## src/rtl/trip_pkg.sv

```systemverilog
package trip_pkg;

   localparam int unsigned CODE_W  = 3;
   localparam int unsigned BIT_ID  = 0;
   localparam int unsigned BIT_CP  = 1;
   localparam int unsigned BIT_DIR = 2;

   typedef logic [CODE_W-1:0] trip_code_t;

   typedef enum logic [2:0] {
      ST_IDLE,
      ST_ID_REQ,
      ST_ID_WAIT,
      ST_CP_REQ,
      ST_CP_WAIT,
      ST_WR_REQ,
      ST_WR_WAIT,
      ST_FIN
   } trip_state_t;

endpackage

```

## src/rtl/trip_decide.sv

```systemverilog
module trip_decide
   import trip_pkg::*;
(
   input  logic       id_bit,
   input  logic       cp_bit,
   input  logic       pref,
   output logic       abort,
   output trip_code_t code
);

   logic dir;

   always_comb begin
      abort = id_bit & cp_bit;
      // a single responding polarity forces the branch; otherwise use the preference
      dir   = (id_bit ^ cp_bit) ? id_bit : pref;
      code  = '0;
      code[BIT_ID]  = id_bit;
      code[BIT_CP]  = cp_bit;
      code[BIT_DIR] = dir & ~abort;
   end

endmodule

```

## src/rtl/trip_seq.sv

```systemverilog
module trip_seq
   import trip_pkg::*;
(
   input  logic clk,
   input  logic rst_n,
   input  logic start,
   input  logic slot_ack,
   input  logic slot_rval,
   input  logic abort,
   output logic accept,
   output logic id_bit,
   output logic cp_take,
   output logic fin_load,
   output logic slot_go,
   output logic slot_write,
   output logic busy,
   output logic done
);

   trip_state_t state_q, state_d;
   logic        id_q;

   always_comb begin
      state_d = state_q;
      unique case (state_q)
         ST_IDLE:    if (start)    state_d = ST_ID_REQ;
         ST_ID_REQ:                state_d = ST_ID_WAIT;
         ST_ID_WAIT: if (slot_ack) state_d = ST_CP_REQ;
         ST_CP_REQ:                state_d = ST_CP_WAIT;
         ST_CP_WAIT: if (slot_ack) state_d = abort ? ST_FIN : ST_WR_REQ;
         ST_WR_REQ:                state_d = ST_WR_WAIT;
         ST_WR_WAIT: if (slot_ack) state_d = ST_FIN;
         ST_FIN:                   state_d = ST_IDLE;
         default:                  state_d = ST_IDLE;
      endcase
   end

   always_ff @(posedge clk or negedge rst_n) begin
      if (!rst_n) begin
         state_q <= ST_IDLE;
         id_q    <= 1'b0;
      end else begin
         state_q <= state_d;
         if (state_q == ST_ID_WAIT && slot_ack) id_q <= slot_rval;
      end
   end

   always_comb begin
      accept     = (state_q == ST_IDLE) && start;
      cp_take    = (state_q == ST_CP_WAIT) && slot_ack;
      fin_load   = (cp_take && abort) || ((state_q == ST_WR_WAIT) && slot_ack);
      slot_go    = (state_q == ST_ID_REQ) || (state_q == ST_CP_REQ) ||
                   (state_q == ST_WR_REQ);
      slot_write = (state_q == ST_WR_REQ);
      busy       = (state_q != ST_IDLE);
      done       = (state_q == ST_FIN);
      id_bit     = id_q;
   end

endmodule

```

## src/rtl/trip_status.sv

```systemverilog
module trip_status
   import trip_pkg::*;
(
   input  logic       clk,
   input  logic       rst_n,
   input  logic       cp_take,
   input  logic       fin_load,
   input  trip_code_t code_in,
   output logic       dir,
   output trip_code_t status
);

   trip_code_t result_q, status_q;

   always_ff @(posedge clk or negedge rst_n) begin
      if (!rst_n) begin
         result_q <= '0;
         status_q <= '0;
      end else begin
         if (cp_take)  result_q <= code_in;
         if (fin_load) status_q <= cp_take ? code_in : result_q;
      end
   end

   assign dir    = result_q[BIT_DIR];
   assign status = status_q;

endmodule

```

## src/rtl/trip_unit.sv

```systemverilog
module trip_unit
   import trip_pkg::*;
#(
   parameter bit LATCH_PREF = 1'b1
)(
   input  logic       clk,
   input  logic       rst_n,
   input  logic       start,
   input  logic       pref_dir,
   output logic       busy,
   output logic       done,
   output logic [2:0] status,
   output logic       slot_go,
   output logic       slot_write,
   output logic       slot_wval,
   input  logic       slot_ack,
   input  logic       slot_rval
);

   if (CODE_W != 3) begin : g_bad_width
      $error("trip_unit: status code must be 3 bits wide");
   end

   logic       accept, id_bit, cp_take, fin_load, abort, pref_sel;
   trip_code_t code;

   if (LATCH_PREF) begin : g_pref_latched
      logic pref_q;
      always_ff @(posedge clk or negedge rst_n) begin
         if (!rst_n)      pref_q <= 1'b0;
         else if (accept) pref_q <= pref_dir;
      end
      assign pref_sel = pref_q;
   end else begin : g_pref_live
      assign pref_sel = pref_dir;
   end

   trip_seq u_seq (
      .clk        (clk),
      .rst_n      (rst_n),
      .start      (start),
      .slot_ack   (slot_ack),
      .slot_rval  (slot_rval),
      .abort      (abort),
      .accept     (accept),
      .id_bit     (id_bit),
      .cp_take    (cp_take),
      .fin_load   (fin_load),
      .slot_go    (slot_go),
      .slot_write (slot_write),
      .busy       (busy),
      .done       (done)
   );

   trip_decide u_decide (
      .id_bit (id_bit),
      .cp_bit (slot_rval),
      .pref   (pref_sel),
      .abort  (abort),
      .code   (code)
   );

   trip_status u_status (
      .clk      (clk),
      .rst_n    (rst_n),
      .cp_take  (cp_take),
      .fin_load (fin_load),
      .code_in  (code),
      .dir      (slot_wval),
      .status   (status)
   );

endmodule

```

## config.mk

```make
export PLATFORM = sky130hd
export DESIGN_NAME = trip_unit
export DESIGN_NICKNAME = d
export VERILOG_FILES = /design/src/rtl/trip_pkg.sv /design/src/rtl/trip_decide.sv /design/src/rtl/trip_seq.sv /design/src/rtl/trip_status.sv /design/src/rtl/trip_unit.sv
export SDC_FILE = /design/constraint.sdc
export NUM_CORES = 1
export LEC_CHECK = 0
export ABC_AREA = 1
export BUFFER_PORTS_ARGS = -buffer_cell sky130_fd_sc_hd__buf_2
export CORE_AREA = 10 10 47 49
export CTS_CLUSTER_SIZE = 14
export DETAILED_ROUTE_END_ITERATION = 6
export DIE_AREA = 0 0 57 59
export HOLD_SLACK_MARGIN = 0.06
export PLACE_DENSITY_LB_ADDON = 0.25
export REMOVE_ABC_BUFFERS = 1
export SETUP_SLACK_MARGIN = 0.05
export SYNTH_ARGS = -nofsm -noshare
export SYNTH_HDL_FRONTEND = slang
export SYNTH_SLANG_ARGS = --single-unit
```

## constraint.sdc

```tcl
create_clock -name clk -period 1.9 [get_ports clk]
set_input_delay 0 -clock clk [delete_from_list [all_inputs] [get_ports clk]]
set_output_delay 0 -clock clk [all_outputs]
set_load 0.005 [all_outputs]
```

# == After elaboration in Yosys (flattened, before gate mapping) ==
# Cells that the tools add are included.
# word_totals
regBits,11
latchBits,0
mem_bits_rw,0
rom_bits,0
elab_cells,39
memories,0
# classes
addsub,0
multipliers,0
div,0
order_cmp,0
n_eq_ne,11
shifts,0
muxes,8
n_bitwise,4
reduce_logical,11
# ops
operator,n
3-bit case mux with 8 select lines,1
3-bit two-way mux,5
"3-bit == test, second input constant",4
"2-bit inequality test, second input constant",4
"3-bit by 2-bit == test with 1-bit output, second input constant",2
1-bit logical AND,5
4-bit AND reduction,1
"3-bit by 1-bit == test with 1-bit output, second input constant",1
3-bit zero test,1
1-bit logical OR,3
3-bit nonzero test,1
1-bit AND,2
2-bit two-way mux,1
1-bit two-way mux,1
1-bit NOT,1
1-bit XOR,1

# == Logic depth before layout (Yosys ltp) ==
# Gate-level depths: netlist of the first run.
# logic_depth
word_depth,4
depth_mapped,7
mapped_depth_nobuf,7

# == Modules after synthesis ==
# From an unflattened synthesis of the first run, not the netlist that was laid out.
# hier_totals
cells_unflattened,83
area_unflattened_um2,619.3
# by_module_without_submodules
module,n_inst,cells_per_inst,area_per_inst_um2,seq_area_each_um2
trip_seq,1,37,267.8,100.1
trip_status,1,32,259.0,150.1
trip_decide,1,9,52.6,0.0
trip_unit,1,5,40.0,25.0

# == Least setup slack after synthesis of the first run ==
# Ideal clock, no wire load.
# synth_timing
path_type,reg-to-reg
from,reg u_seq.id_q (netlist: u_seq.id_bit)
to,reg u_status.result_q[2]
setup_time_ns,0.119
arrival_ns,0.972
required_ns,1.781
path_slack_ns,0.809
stages_incl_launch_ff,7
n_path_buf,0
path_cell_list,dfrtp_1 > ha_1 > inv_1 > nand2_1 > nand3_1 > nand2_1 > and2_1
# synth_via
elab_chain_len,4
# synth_rtl
item,line,text
start: declaration,trip_seq.sv:21,logic id_q;
start signal: assignment,trip_seq.sv:44,if (state_q == ST_ID_WAIT && slot_ack) id_q <= slot_rval;
1-bit XOR / 1-bit AND (equally long branches),"trip_decide.sv:16, trip_decide.sv:14",
1-bit two-way mux / 1-bit NOT (equally long branches),"trip_decide.sv:16, trip_decide.sv:20",
1-bit AND *,trip_decide.sv:20,code[BIT_DIR] = dir & ~abort;
3-bit two-way mux *,n/a,
end signal: assignment,trip_status.sv:20,if (cp_take) result_q <= code_in;
end: declaration,trip_status.sv:13,"trip_code_t result_q, status_q;"
# Every way passes the cells marked *; elsewhere a longest branch is shown, timed or not.
# A chain may end at the register's enable or synchronous reset.

# == Worst setup path in the final report of the first run ==
# layout_timing
from,reg u_seq.state_q[2]
to,reg g_pref_latched.pref_q
# layout_via
elab_chain_len,2
# layout_rtl
item,line,text
start: declaration,trip_seq.sv:20,"trip_state_t state_q, state_d;"
start signal: assignment,trip_seq.sv:43,state_q <= state_d;
3-bit zero test,trip_seq.sv:49,accept = (state_q == ST_IDLE) && start;
1-bit logical AND,trip_seq.sv:49,
end signal: assignment,trip_unit.sv:31,else if (accept) pref_q <= pref_dir;
end: declaration,trip_unit.sv:28,logic pref_q;
# Every way passes these cells.

==> results of run 1 <==
## logic make-up (layout without fill, tap and decap cells)
| logic type | Yosys count | count (layout) | share of synthesized area (%) |
|---|---|---|---|
| adder cells (fa/ha/maj) | 1 | 1 | 1.97 |
| buffers and inverters | 16 | 35 | 11.6 |
| flip-flops | 11 | 11 | 43.4 |
| AND/OR/NAND/NOR | 42 | 42 | 34.9 |
| AO/OA/AOI/OAI | 8 | 8 | 8.09 |
## report_power, final
part           switching (W)  total [W]  internal (W)
clock              0.0000811   0.000162     0.0000814
combinational       0.000292   0.000532      0.000239
sequential          0.000132   0.000478      0.000347
## worst max-delay path, cell delays in order, from the launching register on
cell and delay, ps:
dfrtp_1 540, nor2_2 180, nand3_1 100, nor2_1 100, a21oi_1 40, dlygate4sd3_1 550
## metal layers
metal	up-vias	GRT usage [%]	routed length (um)
met2	12	12.1	557
met4	0	6.04	27
met3	2	3.22	95
met5	-	0	0
li1	284	-	-
met1	238	9.44	585
## flip-flops by register name, indices dropped and copies added (netlist names)
name,count
g_pref_latched.pref_q,1
u_seq.id_bit,1
u_seq.state_q,3
u_status.result_q,3
u_status.status,3
## area by class of cell
cell class | count | area (um^2)
sequential | 11 | 275
clock buffer | 4 | 26.3
inverter | 14 | 55.1
timing repair buffer | 17 | 105
multi-input combinational | 51 | 285
tap | 16 | 20.0
fill | 153 | 634
## synthesized netlist by cell type, drive strengths merged
| cell | count |
|---|---|
| nand2 | 19 |
| nor3 | 1 |
| a21oi | 3 |
| inv | 14 |
| and2 | 4 |
| nand4 | 3 |
| dfrtp | 11 |
| o21ai | 5 |
| ha | 1 |
| nand3 | 7 |
| nand3b | 1 |
| nor2 | 7 |
| buf | 2 |
## what timing repair did
item                                    CTS  global route
endpoints found under the setup margin    0             0
hold buffers                              4             0
setup buffers                             0             0
endpoints found under the hold margin    13             0
## stage by stage
stage	worst slack (ps)	cells	cell area [um^2]	hold slack (ps)	power [W]
CTS	280	113	767	109	0.00119
global route	137	113	767	128	0.00130
floorplan	808	76	616	-296	0.000835
global placement	751	105	701	-113	0.00100
detailed placement	734	105	701	-115	0.00100
finish	272	113	767	97.6	0.00117
## path summary, 6_finish.rpt
| kind | from | to | cells after the start |
|---|---|---|---|
| max | u_seq.state_q[2]$_DFFE_PN0P_ | g_pref_latched.pref_q$_DFFE_PN0P_ | 5 |
| min | start | u_seq.state_q[0]$_DFFE_PN0P_ | 4 |
| max reg2reg | u_seq.state_q[2]$_DFFE_PN0P_ | g_pref_latched.pref_q$_DFFE_PN0P_ | 5 |
| min reg2reg | u_status.status[0]$_DFFE_PN0P_ | u_status.status[0]$_DFFE_PN0P_ | 2 |
| max in group asynchronous | rst_n | g_pref_latched.pref_q$_DFFE_PN0P_ | 2 |
| min in group asynchronous | rst_n | u_seq.state_q[1]$_DFFE_PN0P_ | 2 |
==> impl_metrics.json, run 1 <==
{
  "final-hold-violation-count": 0,
  "num_vias": 536,
  "htree_levels": 1,
  "clkTransAtPathRegs_ps": 70,
  "start_kind": "flop",
  "gp_congestion": 0.842,
  "setup_viol": 0,
  "relSlewSlack_pct": 71.4,
  "grt_use_total_pct": 8.22,
  "first_iter_violations": 13,
  "yosysTopAreaCell": "dfrtp_1",
  "synth_area_per_cell_um2": 8.13,
  "grt_pass1_vias": 528,
  "drv_cap": 0,
  "hpwlAfterDp_um": 995,
  "grt_overflow": 0,
  "final_common_cell": "nand2_1",
  "yosysSeqAreaShare_pct": 43.4,
  "io_buffers": 13,
  "endpoint_kind": "flop",
  "die_h_um": 59,
  "min_period_ps": 1630,
  "drc_errors": 0,
  "critPathKind": "reg2reg",
  "netlist_top_cells_area": "dfrtp_1 43%, nand2_1 11%, inv_1 5.9%",
  "final_nets": 105,
  "io_pins": 14,
  "worstMarginPinSlew_ps": 429,
  "timing.fmax_ghz": 0.614,
  "ant_nets": 0,
  "final_cell_mix": "18 x nand2_1, 13 x buf_2, 11 x dfrtp_1",
  "grt_max_degree": 12,
  "finClkSkew_ps": 0.911,
  "period_share_pct": 85.7,
  "cts_tree": "yes",
  "synth.distinct_cells": 23,
  "required_ps": 2060,
  "cts_resized": 0,
  "reg2reg_slack_ps": 270,
  "drt_pass1_iterations": 4,
  "cts-root-buf": "clkbuf_4",
  "drive_gt1_share_pct": 27.8,
  "setup_tns_ps": 0,
  "synth_area_um2": 634,
  "slew_violations": 0,
  "powerDensity_mw_per_mm2": 1530,
  "hp-class": "in2reg",
  "finalWirelength_mm": 1.27,
  "numCtsBuffers": 3,
  "clockBufferDepth": 2,
  "p_leak_nw": 0.391,
  "fp-row-count": 14,
  "die_area_mm2": 0.00336,
  "antenna_found_initial": 0,
  "ys_warn_count": 0,
  "cp.arrival_ps": 1780,
  "path_max_fanout": 11,
  "ys_ff_latch": 11,
  "syn_inst": 78,
  "floorplan.initialDensity_pct": 45.3,
  "grt_pass1_wl_mm": 2.21,
  "cts.sinks": 11,
  "synth_top_area_share_pct": 43.4,
  "diodes": 0,
  "vias_per_cell": 4.74,
  "rsz0062_at_grt": "false",
  "area_delta_synth_final_pct": 20.9,
  "die_width_um": 57,
  "status": "completed",
  "ir_drop_v": 0.00114,
  "coreArea_mm2": 0.00140,
  "wl_per_cell_um": 11.2,
  "utilization_pct": 54.7,
  "insertion_delay_ps": 270
}
(Power assumes the default switching activity.)
==> run 2: changes to the inputs <==
--- a/config.mk
+++ b/config.mk
@@ -7,14 +7,15 @@
 export LEC_CHECK = 0
 export ABC_AREA = 1
 export BUFFER_PORTS_ARGS = -buffer_cell sky130_fd_sc_hd__buf_2
-export CORE_AREA = 10 10 47 49
+export CORE_AREA = 10 10 49 51
 export CTS_CLUSTER_SIZE = 14
 export DETAILED_ROUTE_END_ITERATION = 6
-export DIE_AREA = 0 0 57 59
+export DIE_AREA = 0 0 59 61
 export HOLD_SLACK_MARGIN = 0.06
 export PLACE_DENSITY_LB_ADDON = 0.25
 export REMOVE_ABC_BUFFERS = 1
-export SETUP_SLACK_MARGIN = 0.05
+export SETUP_SLACK_MARGIN = 0.5
+export SKIP_CTS_REPAIR_TIMING = 1
 export SYNTH_ARGS = -nofsm -noshare
 export SYNTH_HDL_FRONTEND = slang
 export SYNTH_SLANG_ARGS = --single-unit
==> constraint.sdc (replaced) <==
create_clock -name clk -period 1.36 [get_ports clk]
set_input_delay 0 -clock clk [delete_from_list [all_inputs] [get_ports clk]]
set_output_delay 0 -clock clk [all_outputs]
set_load 0.005 [all_outputs]
==> run 2 against run 1 <==
Flip-flop and latch count did not move. Highest routed layer unchanged. Global-route usage fell by 0.80 points. Register-to-register slack worse by 40 ps. First-iteration DRC count up 31%. Largest cell class unchanged. Clock power increased by 41%. Critical path type unchanged. Sequential share of layout area decreased by 0.88 points.
==> impl_metrics.json, run 2 (synthesis results as in run 1) <==
{
  "wl_per_cell_um": 11.6,
  "reg2regPathDepth": 5,
  "grt_overflow": 0,
  "top_layer_used": "met4",
  "clockBufferDepth": 2,
  "period_share_pct": 83.1,
  "required_ps": 1520,
  "regArea_um2": 279,
  "die_area_mm2": 0.00360,
  "seqPwrFrac_pct": 39.6,
  "final_common_cell": "nand2_1",
  "min_period_ps": 1130,
  "relSlewSlack_pct": 83.4,
  "cts-root-buf": "clkbuf_4",
  "comb_power_share_pct": 47.2,
  "hpwlAfterDp_um": 992,
  "num-fill-cells": 149,
  "endpoint_kind": "flop",
  "powerDensity_mw_per_mm2": 2160,
  "p_int_w": 0.000982,
  "final_cell_mix": "16 x nand2_1, 13 x buf_2, 10 x inv_1",
  "setup_tns_ps": 0,
  "hold_path_depth": 3,
  "start_kind": "flop",
  "vias_per_cell": 4.85,
  "cts.sinks": 11,
  "grt_pass1_wl_mm": 2.06,
  "rr_endpoint": "u_status.result_q[2]$_DFF_PN0_",
  "first_iter_violations": 17,
  "rsz0062_at_grt": "true",
  "drive_gt1_share_pct": 35.7,
  "status": "completed",
  "drc_errors": 0,
  "gp_congestion": 0.750,
  "diodes": 0,
  "antenna_found_initial": 0,
  "p_clk_share_pct": 13.3,
  "io_pins": 14,
  "sw_frac_of_total_pct": 43.1,
  "num_vias": 553,
  "pre_cts_ws_ps": 208,
  "setup_viol": 0,
  "met2WireLength_um": 615,
  "final.setup.worst_slack_ps": 230,
  "path_max_fanout": 3,
  "p_leak_nw": 0.395,
  "p_switching_w": 0.000743,
  "hp-class": "in2reg",
  "fp-row-count": 14,
  "critPathKind": "reg2reg",
  "r2r-start": "u_seq.id_bit$_DFFE_PN0P_",
  "reg2reg_slack_ps": 230,
  "drt_pass1_iterations": 4,
  "area_delta_synth_final_pct": 25.6,
  "final-hold-violation-count": 0,
  "grt_use_total_pct": 7.41,
  "finClkSkew_ps": 3.01,
  "worstMarginPinSlew_ps": 250,
  "drv_cap": 0,
  "cts_tree": "yes",
  "die_h_um": 61,
  "ant_nets": 0,
  "die_width_um": 59,
  "htree_levels": 1,
  "multi_input_area_um2": 303,
  "clkTransAtPathRegs_ps": 70,
  "io_buffers": 13,
  "finalWirelength_mm": 1.32,
  "coreArea_mm2": 0.00147,
  "timing.fmax_ghz": 0.885,
  "floorplan.initialDensity_pct": 43.1,
  "slew_violations": 0,
  "hp-start": "slot_rval",
  "holdPathEnd": "u_seq.id_bit$_DFFE_PN0P_",
  "grt_max_degree": 12,
  "grt_pass1_vias": 468,
  "met1Wirelength_um": 586,
  "numCtsBuffers": 3,
  "final_nets": 106,
  "cp.arrival_ps": 1290,
  "ir_drop_v": 0.00110,
  "routed-wl-met3_um": 109,
  "insertion_delay_ps": 270
}
## run 2: power by group through the flow
stage	combinational (W)	sequential, W	clock (W)
after floorplan	0.000514	0.000652	0
after global placement	0.000728	0.000666	0
after detailed placement	0.000732	0.000671	0
after CTS	0.000735	0.000664	0.000237
after global routing	0.000934	0.000707	0.000248
final	0.000813	0.000682	0.000229
## run 2: critical path, cell delays in order (launching register included)
cell and delay [ps]:
dfrtp_1 420, ha_4 280, nand2_1 40, nand3_1 70
nand2_1 60, and2_1 140
## run 2: metal layers
metal  GRT usage, %  up-vias
met3           2.51        2
li1               -      289
met2           10.8       15
met5              0        -
met4           3.93        0
met1           9.39      247
## run 2: area by class of cell
class | instances | area share [%]
multi-input cells | 51 | 38.0
flip-flops and latches | 11 | 35.0
repair buffers | 18 | 14.3
inverters | 14 | 6.91
clock buffers | 4 | 3.30
well taps | 16 | 2.51
## run 2: worst max path at each step
stage,slack [ps],endpoint,start,depth (start not counted)
CTS,120,slot_write,u_seq.state_q[2]$_DFFE_PN0P_,3
global placement,210,u_status.result_q[2]$_DFF_PN0_,u_seq.state_q[1]$_DFFE_PN0P_,5
finish,230,u_status.result_q[2]$_DFF_PN0_,u_seq.id_bit$_DFFE_PN0P_,5
global route,150,u_status.result_q[2]$_DFF_PN0_,u_seq.state_q[0]$_DFFE_PN0P_,5
detailed placement,210,u_seq.state_q[1]$_DFFE_PN0P_,u_seq.state_q[2]$_DFFE_PN0P_,5
floorplan,270,u_status.result_q[2]$_DFF_PN0_,u_seq.id_bit$_DFFE_PN0P_,6
## run 2: through the flow
step / utilization [%] / total power [W] / instance area, um^2 / std cells / hold slack (ps)
floorplan: - / 0.00117 / 616 / 76 / -296
global placement: 47.6 / 0.00139 / 701 / 105 / -117
detailed placement: 47.6 / 0.00140 / 701 / 105 / -115
CTS: 49.4 / 0.00164 / 727 / 109 / -413
global route: 54.2 / 0.00189 / 797 / 114 / 62.8
finish: 54.2 / 0.00172 / 797 / 114 / 34.2
